--- config.mk ---
export PLATFORM = sky130hd
export DESIGN_NAME = oversample_rx
export DESIGN_NICKNAME = d
export VERILOG_FILES = /design/src/rtl/rx_pkg.sv /design/src/rtl/rx_line_sync.sv /design/src/rtl/rx_frame_engine.sv /design/src/rtl/rx_hold_status.sv /design/src/rtl/oversample_rx.sv
export SDC_FILE = /design/constraint.sdc
export NUM_CORES = 1
export LEC_CHECK = 0
export ABC_CLOCK_PERIOD_IN_PS = 2300
export BUFFER_PORTS_ARGS = -buffer_cell sky130_fd_sc_hd__buf_2
export CORE_ASPECT_RATIO = 1.5
export CORE_MARGIN = 2
export CORE_UTILIZATION = 58
export CTS_BUF_LIST = sky130_fd_sc_hd__clkbuf_16
export CTS_CLUSTER_DIAMETER = 40
export CTS_CLUSTER_SIZE = 16
export DETAILED_ROUTE_END_ITERATION = 8
export HOLD_SLACK_MARGIN = 0.08
export PLACE_DENSITY = 0.86
export SLEW_MARGIN = 20
export SYNTH_ARGS = -nofsm -noshare
export SYNTH_HDL_FRONTEND = slang
export SYNTH_SLANG_ARGS = --single-unit
--- constraint.sdc ---
create_clock -name clk -period 2.3 [get_ports clk]
set_input_delay 0.115 -clock clk [delete_from_list [all_inputs] [get_ports clk]]
set_output_delay 0.115 -clock clk [all_outputs]
set_load 0.02 [all_outputs]
--- src/rtl/rx_pkg.sv ---
package rx_pkg;

  localparam int unsigned CHAR_W_DEF = 8;
  localparam int unsigned OSR_DEF    = 16;

  typedef enum logic [2:0] {
    RX_IDLE,
    RX_START,
    RX_DATA,
    RX_PAR,
    RX_STOP,
    RX_BRK
  } rx_state_e;

  typedef struct packed {
    logic perr;
    logic ferr;
  } rx_err_t;

endpackage

--- src/rtl/rx_line_sync.sv ---
module rx_line_sync #(
  parameter int unsigned STAGES = 2
) (
  input  logic clk,
  input  logic rst,
  input  logic din,
  output logic dout
);

  logic [STAGES-1:0] chain_q;

  generate
    if (STAGES == 1) begin : g_single
      always_ff @(posedge clk) begin
        if (rst) chain_q <= 1'b1;
        else     chain_q <= din;
      end
    end else begin : g_multi
      always_ff @(posedge clk) begin
        if (rst) chain_q <= '1;
        else     chain_q <= {chain_q[STAGES-2:0], din};
      end
    end
  endgenerate

  assign dout = chain_q[STAGES-1];

endmodule

--- src/rtl/rx_frame_engine.sv ---
module rx_frame_engine
  import rx_pkg::*;
#(
  parameter int unsigned DATA_W = 8,
  parameter int unsigned OSR    = 16,
  localparam int unsigned IDX_W = $clog2(DATA_W),
  localparam int unsigned CNT_W = $clog2(OSR)
) (
  input  logic              clk,
  input  logic              rst,
  input  logic              tick_i,
  input  logic              rxd_i,
  input  logic [IDX_W:0]    char_len_i,
  input  logic              par_en_i,
  input  logic              par_odd_i,
  output logic              done_o,
  output logic              brk_o,
  output logic [DATA_W-1:0] data_o,
  output rx_err_t           err_o
);

  localparam logic [CNT_W-1:0] MID_LAST  = CNT_W'(OSR / 2 - 1);
  localparam logic [CNT_W-1:0] CELL_LAST = CNT_W'(OSR - 1);

  rx_state_e         state_q;
  logic [CNT_W-1:0]  cnt_q;
  logic [IDX_W:0]    bit_idx_q;
  logic [DATA_W-1:0] shreg_q;
  logic              par_acc_q;
  logic              all_zero_q;
  logic              perr_q;
  logic [IDX_W:0]    shamt;
  logic              cell_end;

  assign shamt    = (IDX_W + 1)'(DATA_W) - char_len_i;
  assign cell_end = (cnt_q == CELL_LAST);

  always_ff @(posedge clk) begin
    if (rst) begin
      state_q    <= RX_IDLE;
      cnt_q      <= '0;
      bit_idx_q  <= '0;
      shreg_q    <= '0;
      par_acc_q  <= 1'b0;
      all_zero_q <= 1'b1;
      perr_q     <= 1'b0;
      done_o     <= 1'b0;
      brk_o      <= 1'b0;
      data_o     <= '0;
      err_o      <= '0;
    end else begin
      done_o <= 1'b0;
      brk_o  <= 1'b0;
      if (tick_i) begin
        case (state_q)
          RX_IDLE: begin
            if (!rxd_i) begin
              state_q <= RX_START;
              cnt_q   <= '0;
            end
          end
          RX_START: begin
            if (cnt_q == MID_LAST) begin
              cnt_q <= '0;
              if (rxd_i) begin
                state_q <= RX_IDLE;
              end else begin
                state_q    <= RX_DATA;
                bit_idx_q  <= '0;
                par_acc_q  <= 1'b0;
                all_zero_q <= 1'b1;
                perr_q     <= 1'b0;
              end
            end else begin
              cnt_q <= cnt_q + 1'b1;
            end
          end
          RX_DATA: begin
            if (cell_end) begin
              cnt_q     <= '0;
              shreg_q   <= {rxd_i, shreg_q[DATA_W-1:1]};
              par_acc_q <= par_acc_q ^ rxd_i;
              if (rxd_i) all_zero_q <= 1'b0;
              if (bit_idx_q == char_len_i - 1'b1) begin
                state_q <= par_en_i ? RX_PAR : RX_STOP;
              end else begin
                bit_idx_q <= bit_idx_q + 1'b1;
              end
            end else begin
              cnt_q <= cnt_q + 1'b1;
            end
          end
          RX_PAR: begin
            if (cell_end) begin
              cnt_q   <= '0;
              perr_q  <= ((par_acc_q ^ rxd_i) != par_odd_i);
              if (rxd_i) all_zero_q <= 1'b0;
              state_q <= RX_STOP;
            end else begin
              cnt_q <= cnt_q + 1'b1;
            end
          end
          RX_STOP: begin
            if (cell_end) begin
              cnt_q <= '0;
              if (!rxd_i && all_zero_q) begin
                brk_o   <= 1'b1;
                state_q <= RX_BRK;
              end else begin
                done_o     <= 1'b1;
                data_o     <= shreg_q >> shamt;
                err_o.perr <= perr_q;
                err_o.ferr <= !rxd_i;
                state_q    <= RX_IDLE;
              end
            end else begin
              cnt_q <= cnt_q + 1'b1;
            end
          end
          RX_BRK: begin
            if (rxd_i) state_q <= RX_IDLE;
          end
          default: state_q <= RX_IDLE;
        endcase
      end
    end
  end

endmodule

--- src/rtl/rx_hold_status.sv ---
module rx_hold_status
  import rx_pkg::*;
#(
  parameter int unsigned DATA_W = 8
) (
  input  logic              clk,
  input  logic              rst,
  input  logic              done_i,
  input  logic              brk_i,
  input  logic [DATA_W-1:0] data_i,
  input  rx_err_t           err_i,
  input  logic              rd_data_i,
  input  logic              rd_status_i,
  output logic [DATA_W-1:0] data_o,
  output logic              ready_o,
  output logic              overrun_o,
  output logic              perr_o,
  output logic              ferr_o,
  output logic              brk_o
);

  logic ovr_evt;

  assign ovr_evt = done_i && ready_o && !rd_data_i;

  always_ff @(posedge clk) begin
    if (rst) begin
      data_o    <= '0;
      ready_o   <= 1'b0;
      overrun_o <= 1'b0;
      perr_o    <= 1'b0;
      ferr_o    <= 1'b0;
      brk_o     <= 1'b0;
    end else begin
      if (done_i) begin
        data_o  <= data_i;
        ready_o <= 1'b1;
      end else if (rd_data_i) begin
        ready_o <= 1'b0;
      end

      if (ovr_evt)                  overrun_o <= 1'b1;
      else if (rd_status_i)         overrun_o <= 1'b0;

      if (done_i && err_i.perr)     perr_o <= 1'b1;
      else if (rd_status_i)         perr_o <= 1'b0;

      if (done_i && err_i.ferr)     ferr_o <= 1'b1;
      else if (rd_status_i)         ferr_o <= 1'b0;

      if (brk_i)                    brk_o <= 1'b1;
      else if (rd_status_i)         brk_o <= 1'b0;
    end
  end

endmodule

--- src/rtl/oversample_rx.sv ---
module oversample_rx
  import rx_pkg::*;
#(
  parameter int unsigned DATA_W      = rx_pkg::CHAR_W_DEF,
  parameter int unsigned OSR         = rx_pkg::OSR_DEF,
  parameter int unsigned SYNC_STAGES = 2,
  localparam int unsigned IDX_W      = $clog2(DATA_W)
) (
  input  logic              clk,
  input  logic              rst,
  input  logic              rx_tick_i,
  input  logic              rxd_i,
  input  logic [1:0]        cfg_len_i,
  input  logic              cfg_par_en_i,
  input  logic              cfg_par_odd_i,
  input  logic              rd_data_i,
  input  logic              rd_status_i,
  output logic [DATA_W-1:0] rx_data_o,
  output logic              data_ready_o,
  output logic              overrun_o,
  output logic              parity_err_o,
  output logic              framing_err_o,
  output logic              break_o
);

  logic              rxd_s;
  logic [IDX_W:0]    char_len;
  logic              frame_done;
  logic              frame_brk;
  logic [DATA_W-1:0] frame_data;
  rx_err_t           frame_err;

  assign char_len = (IDX_W + 1)'(DATA_W - 3) + (IDX_W + 1)'(cfg_len_i);

  rx_line_sync #(.STAGES(SYNC_STAGES)) sync_i (
    .clk  (clk),
    .rst  (rst),
    .din  (rxd_i),
    .dout (rxd_s)
  );

  rx_frame_engine #(.DATA_W(DATA_W), .OSR(OSR)) eng_i (
    .clk        (clk),
    .rst        (rst),
    .tick_i     (rx_tick_i),
    .rxd_i      (rxd_s),
    .char_len_i (char_len),
    .par_en_i   (cfg_par_en_i),
    .par_odd_i  (cfg_par_odd_i),
    .done_o     (frame_done),
    .brk_o      (frame_brk),
    .data_o     (frame_data),
    .err_o      (frame_err)
  );

  rx_hold_status #(.DATA_W(DATA_W)) hold_i (
    .clk         (clk),
    .rst         (rst),
    .done_i      (frame_done),
    .brk_i       (frame_brk),
    .data_i      (frame_data),
    .err_i       (frame_err),
    .rd_data_i   (rd_data_i),
    .rd_status_i (rd_status_i),
    .data_o      (rx_data_o),
    .ready_o     (data_ready_o),
    .overrun_o   (overrun_o),
    .perr_o      (parity_err_o),
    .ferr_o      (framing_err_o),
    .brk_o       (break_o)
  );

endmodule

; After elaboration in Yosys (flattened, before gate mapping)
; Index checks and enable logic that the tools add are counted.
[totals]
regBits = 49
latch_bits = 0
ram_bits = 0
mem_bits_ro = 0
input_bits = 10
word_cells = 117
memories = 0
[op_classes]
add_sub_neg = 5
multipliers = 0
n_div = 0
magnitude_cmp = 0
eq_ne = 20
shifts = 1
mux = 39
bitwise = 5
n_reduce_logical = 28
[op_table]
columns = op, n
row1 = $mux 3, 9
row2 = $mux 4, 6
row3 = $pmux 3 s6, 1
row4 = $mux 1, 17
row5 = $reduce_bool 2->1, 8
row6 = $ne 2x1->1 const B, 7
row7 = $pmux 4 s3, 1
row8 = $reduce_and 6->1, 2
row9 = $reduce_and 5->1, 2
row10 = $add 4x1->4 const B, 2
row11 = $ne 2x2->1 const B, 4
row12 = $pmux 4 s2, 1
row13 = $reduce_and 8->1, 1
row14 = $shr 8x4->8, 1
row15 = $eq 3x2->1 const B, 2
row16 = $eq 3x3->1 const B, 2
row17 = $pmux 1 s2, 3
row18 = $reduce_and 3->1, 2
row19 = $logic_and 1x1->1, 5
row20 = $add 3x2->4 const A, 1
row21 = $eq 4x3->1 const B, 1
row22 = $eq 4x4->1, 1
row23 = $eq 4x4->1 const B, 1
row24 = $not 1->1, 4
row25 = other kinds (13), 14

; Logic depth before layout (Yosys ltp)
[depth]
ltp_word = 6
mapped_depth = 8

; Hierarchy
; A second synthesis with hierarchy kept.
[hier_totals]
cells_unflattened = 292
area_unflattened_um2 = 2552.4
[modules_own_cells]
columns = module, n_inst, cells_each, area_each_um2, seq_area_each_um2
row1 = rx_frame_engine, 1, 239, 2004.4, 680.7
row2 = rx_hold_status, 1, 45, 462.9, 260.2
row3 = rx_line_sync, 1, 4, 52.6, 40.0
row4 = oversample_rx, 1, 4, 32.5, 0.0

; Worst setup path after synthesis
; No wires, ideal clock.
[synth_path]
kind = input to register
start = input port cfg_len_i[0]
end = register eng_i.state_q[1]
setup_time_ns = 0.116
arrival_ns = 1.655
required_ns = 2.184
setup_slack_ns = 0.529
stages = 7
path_buffers = 1
path_cell_list = ha_1 -> buf_6 -> xnor2_2 -> mux2i_2 -> a31o_2 -> or4b_1 -> o211a_1
[synth_between]
elab_chain_cells = 5
[synth_lines]
columns = item, line_no
row1 = start: declaration, oversample_rx.sv:13  ; input logic [1:0] cfg_len_i,
row2 = $add 3x2->4, oversample_rx.sv:33  ; assign char_len = (IDX_W + 1)'(DATA_W - 3) + (IDX_W + 1)'(cfg_len_i);
row3 = $sub 4x1->4, rx_frame_engine.sv:84  ; if (bit_idx_q == char_len_i - 1'b1) begin
row4 = $eq 4x4->1, rx_frame_engine.sv:84
row5 = $ne 2x1->1 (no line), -
row6 = $reduce_and 8->1 (no line), -
row7 = end signal: assignment, rx_frame_engine.sv:85  ; state_q <= par_en_i ? RX_PAR : RX_STOP;
row8 = end: declaration, rx_frame_engine.sv:25  ; rx_state_e state_q;
; No other way between the ends.
; A chain may end at the register's enable or synchronous reset.

; Final worst setup path
[layout_path]
start = register eng_i.state_q[1]
end = register eng_i.bit_idx_q[0]
[layout_between]
elab_chain_cells = 3
elab_cells_between_ends = 9
[layout_lines]
columns = item, line_no
row1 = $eq 3x2->1 / $eq 3x1->1 (equally long branches), rx_frame_engine.sv:55  ; case (state_q)
row2 = $ne 2x2->1 (no line) (tied with other cells), -
row3 = $reduce_and 6->1 (no line), -
row4 = end signal: assignment, rx_frame_engine.sv:87  ; bit_idx_q <= bit_idx_q + 1'b1;
row5 = end: declaration, rx_frame_engine.sv:27  ; logic [IDX_W:0] bit_idx_q;
; Parallel ways exist; a longest one is shown, timed or not.

==> results.md <==
- The type of the worst setup path is flop to flop.
- The worst hold-check path type is input pin to flop.
- In the final timing run, aggregate negative setup slack is 0 ns.
- From left edge to right edge, the die measures between 50 and 60 um.
- The design draws 2260 uW.
- The most used flip-flop cell after synthesis is sky130_fd_sc_hd__dfxtp_1.
- The starting density of the core is 59.0%.
- The global-route wire length before repair is 8220 um.
- Row generation in the floorplan step produced 29 rows.
- The via count of the routed design is 2066.
- Synthesis produced a netlist whose cell count is 280.
- Setup repair after global routing left no endpoint under its margin.
- The worst setup path is captured at a flop.
- The final-report setup violation count is 0.
- Among cell families on the critical path, the largest total delay comes from simple AND/OR/NAND/NOR gates.
- Once placement finished, the instance area stood at 2560 um^2.
- The part of the Yosys area used for sequential elements is 39.8%.
- The buffer depth of the longest clock path is 2.
- At the end of the flow, the number of nets in the layout was a little over 300.
- The source-to-sink clock delay at the later pin of the worst-skew pair is 0.29 ns.
- After synthesis, the share of flip-flops with an asynchronous set or reset is 0%.
- The number of enable flip-flop cells after synthesis is 0.
- Measured along the y axis, the die boundary spans 83.8 um.
- The I/O pin count is 23.
- The run finished with clean final reports.
- The overflow left after global routing is 0.
- The startpoint class of the critical path is a flop.
- The clock period minus worst slack is approximately 2.0 ns.
- In the routed design, unresolved DRC markers number 0.
- The clock edge transition at the registers on the reported setup and hold paths is 0.07 ns.
- STA puts the critical path data required time at 2.52 ns.
- After clock tree synthesis, the setup repair step added 0 buffers.
- The flip-flop and latch count after synthesis is between 40 and 50.
- The first detailed-routing pass ran for 5 iterations.
- The highest cell delay on the worst timing path is between 0.7 and 0.8 ns.
- The number of antenna violations at the first check in global routing is 0.
- The total routing resource utilization after global routing is 21.4%.
- The number of global-route vias before repair is 1836.
- The total count of max-transition violations in the final report was 0.
- Measured against its own limit, the worst slew margin works out to 59.3%.
- The post-cts repair resize count is 0.
- The number of buffers created by CTS is 5.
- In this run, the number of DRC markers left after iteration 0 of detailed routing was 85.
- The average via count per standard cell is between 6 and 7.
- Routability-driven placement finished with a final weighted congestion of 0.854.
- The fraction of layout cells with a size suffix above 1 is 15.3%.
- The transition time at the pin with the least slew margin is 0.605 ns.
- The leakage power summed over all cells is just over 0.001 uW.
- The most numerous cell in the Yosys netlist is sky130_fd_sc_hd__dfxtp_1.
- TritonCTS built the clock tree.
- In the post-synthesis netlist, the biggest area contributors are sky130_fd_sc_hd__dfxtp_1, sky130_fd_sc_hd__a21oi_1, sky130_fd_sc_hd__nand2_1.
- In this run the power density over the cells is 829 nW/um^2.
- In this run the tool buffered the top-level ports with 22 buffer cells.
- Entering global routing, the biggest net connects 30 pins.
- After clock tree synthesis, the flow added hold-fix buffers numbering 1.
- The floorplan step defined a core boundary enclosing 4170 um^2.
- The buffer and inverter count on the worst path is 0.
- When the netlist entered floorplanning its net count stood at 294.
- The final core utilization is 65.2%.
- The count of nets left with antenna violations once routing finished came out at 0.
- Across the routed clock network, the largest skew measured is 0.00480 ns.
- The HPWL after detailed placement is 3300 um.
- By count the netlist is led by sky130_fd_sc_hd__dfxtp_1, sky130_fd_sc_hd__nand2_1, sky130_fd_sc_hd__a21oi_1.
- STA puts the critical path data arrival time at 2.27 ns.
- The detail-routed net length per standard cell is 13.7 um.
- Dividing the final minimum period by the clock period gives about 89%.
- The total count of hold-check failures in the final report is 0.
- The cell type of the slowest stage on the worst timing path is sky130_fd_sc_hd__dfxtp_1.
- The Yosys step of the flow raised 0 warnings.
- The critical path goes through nand2b_1 > nor2_2 > nand3_2 > or3_1 > a21oi_1.
- The biggest area contributor in the post-synthesis netlist is sky130_fd_sc_hd__dfxtp_1.
- The die covers 4800 um^2.
- 0 antenna diodes ended up in the layout.
- The tree is rooted in a sky130_fd_sc_hd__clkbuf_16.
- Averaged over all synthesized cells, the footprint is 8.80 um^2.
- The area of all placed cells without fillers is between 2000 and 3000 um^2.
- VDD sags by at most around 580 uV.
- Counting the fill cells in the layout gives 329.
- The H-tree was split into 2 levels.
- Along the worst path, the maximum fanout reaches 19.
- The count of clock tree sinks is 49.
- Max-cap violations in this run came to 0.
- The final layout contains routed wiring with a total length of 4660 um.
- The top achievable clock speed is 488 MHz.
- Summing every instance area after synthesis gives 2460 um^2.
- From synthesis to final layout, the design area changed by 10.4%.
- The number of different library cells in the post-synthesis netlist is 58.
- The fraction of synthesized cell area taken by the top area cell type is 39.8%.
## flip-flops by register name, summed over array words and instances, names as in the netlist
signal / flops
hold_i.ready_o: 1
hold_i.data_o: 8
eng_i.bit_idx_q: 4
eng_i.par_acc_q: 1
eng_i.state_q: 3
hold_i.ferr_o: 1
eng_i.cnt_q: 4
hold_i.perr_o: 1
eng_i.done_o: 1
sync_i.chain_q: 2
eng_i.data_o: 8
hold_i.overrun_o: 1
eng_i.perr_q: 1
hold_i.brk_o: 1
eng_i.all_zero_q: 1
eng_i.brk_o: 1
eng_i.shreg_q: 8
eng_i.err_o: 2
## worst min-delay path: stages
cell and delay [ns]:
sky130_fd_sc_hd__buf_2 0.07, sky130_fd_sc_hd__nor2b_1 0.04, sky130_fd_sc_hd__nor2_1 0.08, sky130_fd_sc_hd__nor2_1 0.04
## per-stage QoR
step / setup WS, ns / hold WS, ns / instances
6_report: 0.251 / 0.109 / 341
5_1_grt: 0.0633 / 0.191 / 341
4_1_cts: 0.283 / 0.104 / 341
3_5_place_dp: 0.288 / 0.302 / 332
3_3_place_gp: 0.353 / 0.298 / 332
2_1_floorplan: 0.529 / 0.219 / 280
## area by class of cell
type	count	area [um^2]	area share (%)
inverters	3	11.3	0.414
repair buffers	27	150	5.52
well taps	46	57.6	2.12
clock inverters	3	26.3	0.966
flip-flops and latches	49	981	36.1
multi-input cells	208	1370	50.3
clock buffers	5	125	4.60
## cell usage in the layout (no fill, tap or decap), drive strengths merged, types with 2 or more instances in the layout
cell,instances
a21oi,30
a22o,2
a22oi,3
a31o,2
a31oi,4
and3,3
buf,26
clkbuf,5
clkinvlp,2
dfxtp,49
ha,4
inv,4
mux2,2
mux2i,10
mux4,5
nand2,38
nand2b,3
nand3,16
nand3b,4
nand4,3
nor2,24
nor2b,5
nor3,5
o211a,2
o21ai,10
or2,4
or3,2
or4b,3
xnor2,4
## logic make-up after synthesis
logic type | share of synthesized area [%]
adders and majority gates | 2.03
muxes | 10.5
DFF | 39.8
xor gates and xnor gates | 3.00
AOI/OAI and AO/OA | 15.6
and+or+nand+nor | 24.4
buffers and inverters | 4.62
## power breakdown
part           switching, uW  total [uW]  internal (uW)
Combinational            298         520            222
Sequential               109         994            884
Clock                    332         742            410
## final timing paths
kind                startpoint  slack, ns                  to  depth (start not counted)
max           eng_i.state_q[1]       0.25  eng_i.bit_idx_q[0]                          5
min                  rd_data_i       0.11      hold_i.ready_o                          4
max reg2reg   eng_i.state_q[1]       0.25  eng_i.bit_idx_q[0]                          5
min reg2reg  sync_i.chain_q[0]       0.41   sync_i.chain_q[1]                          1
## routing by layer
metal	track usage, %	vias up	wire length (um)
met5	0	-	0
met4	10.4	0	84
met2	33.5	66	2320
li1	-	1043	-
met3	4.03	7	229
met1	27.9	950	2030
(Power assumes the default switching activity.)
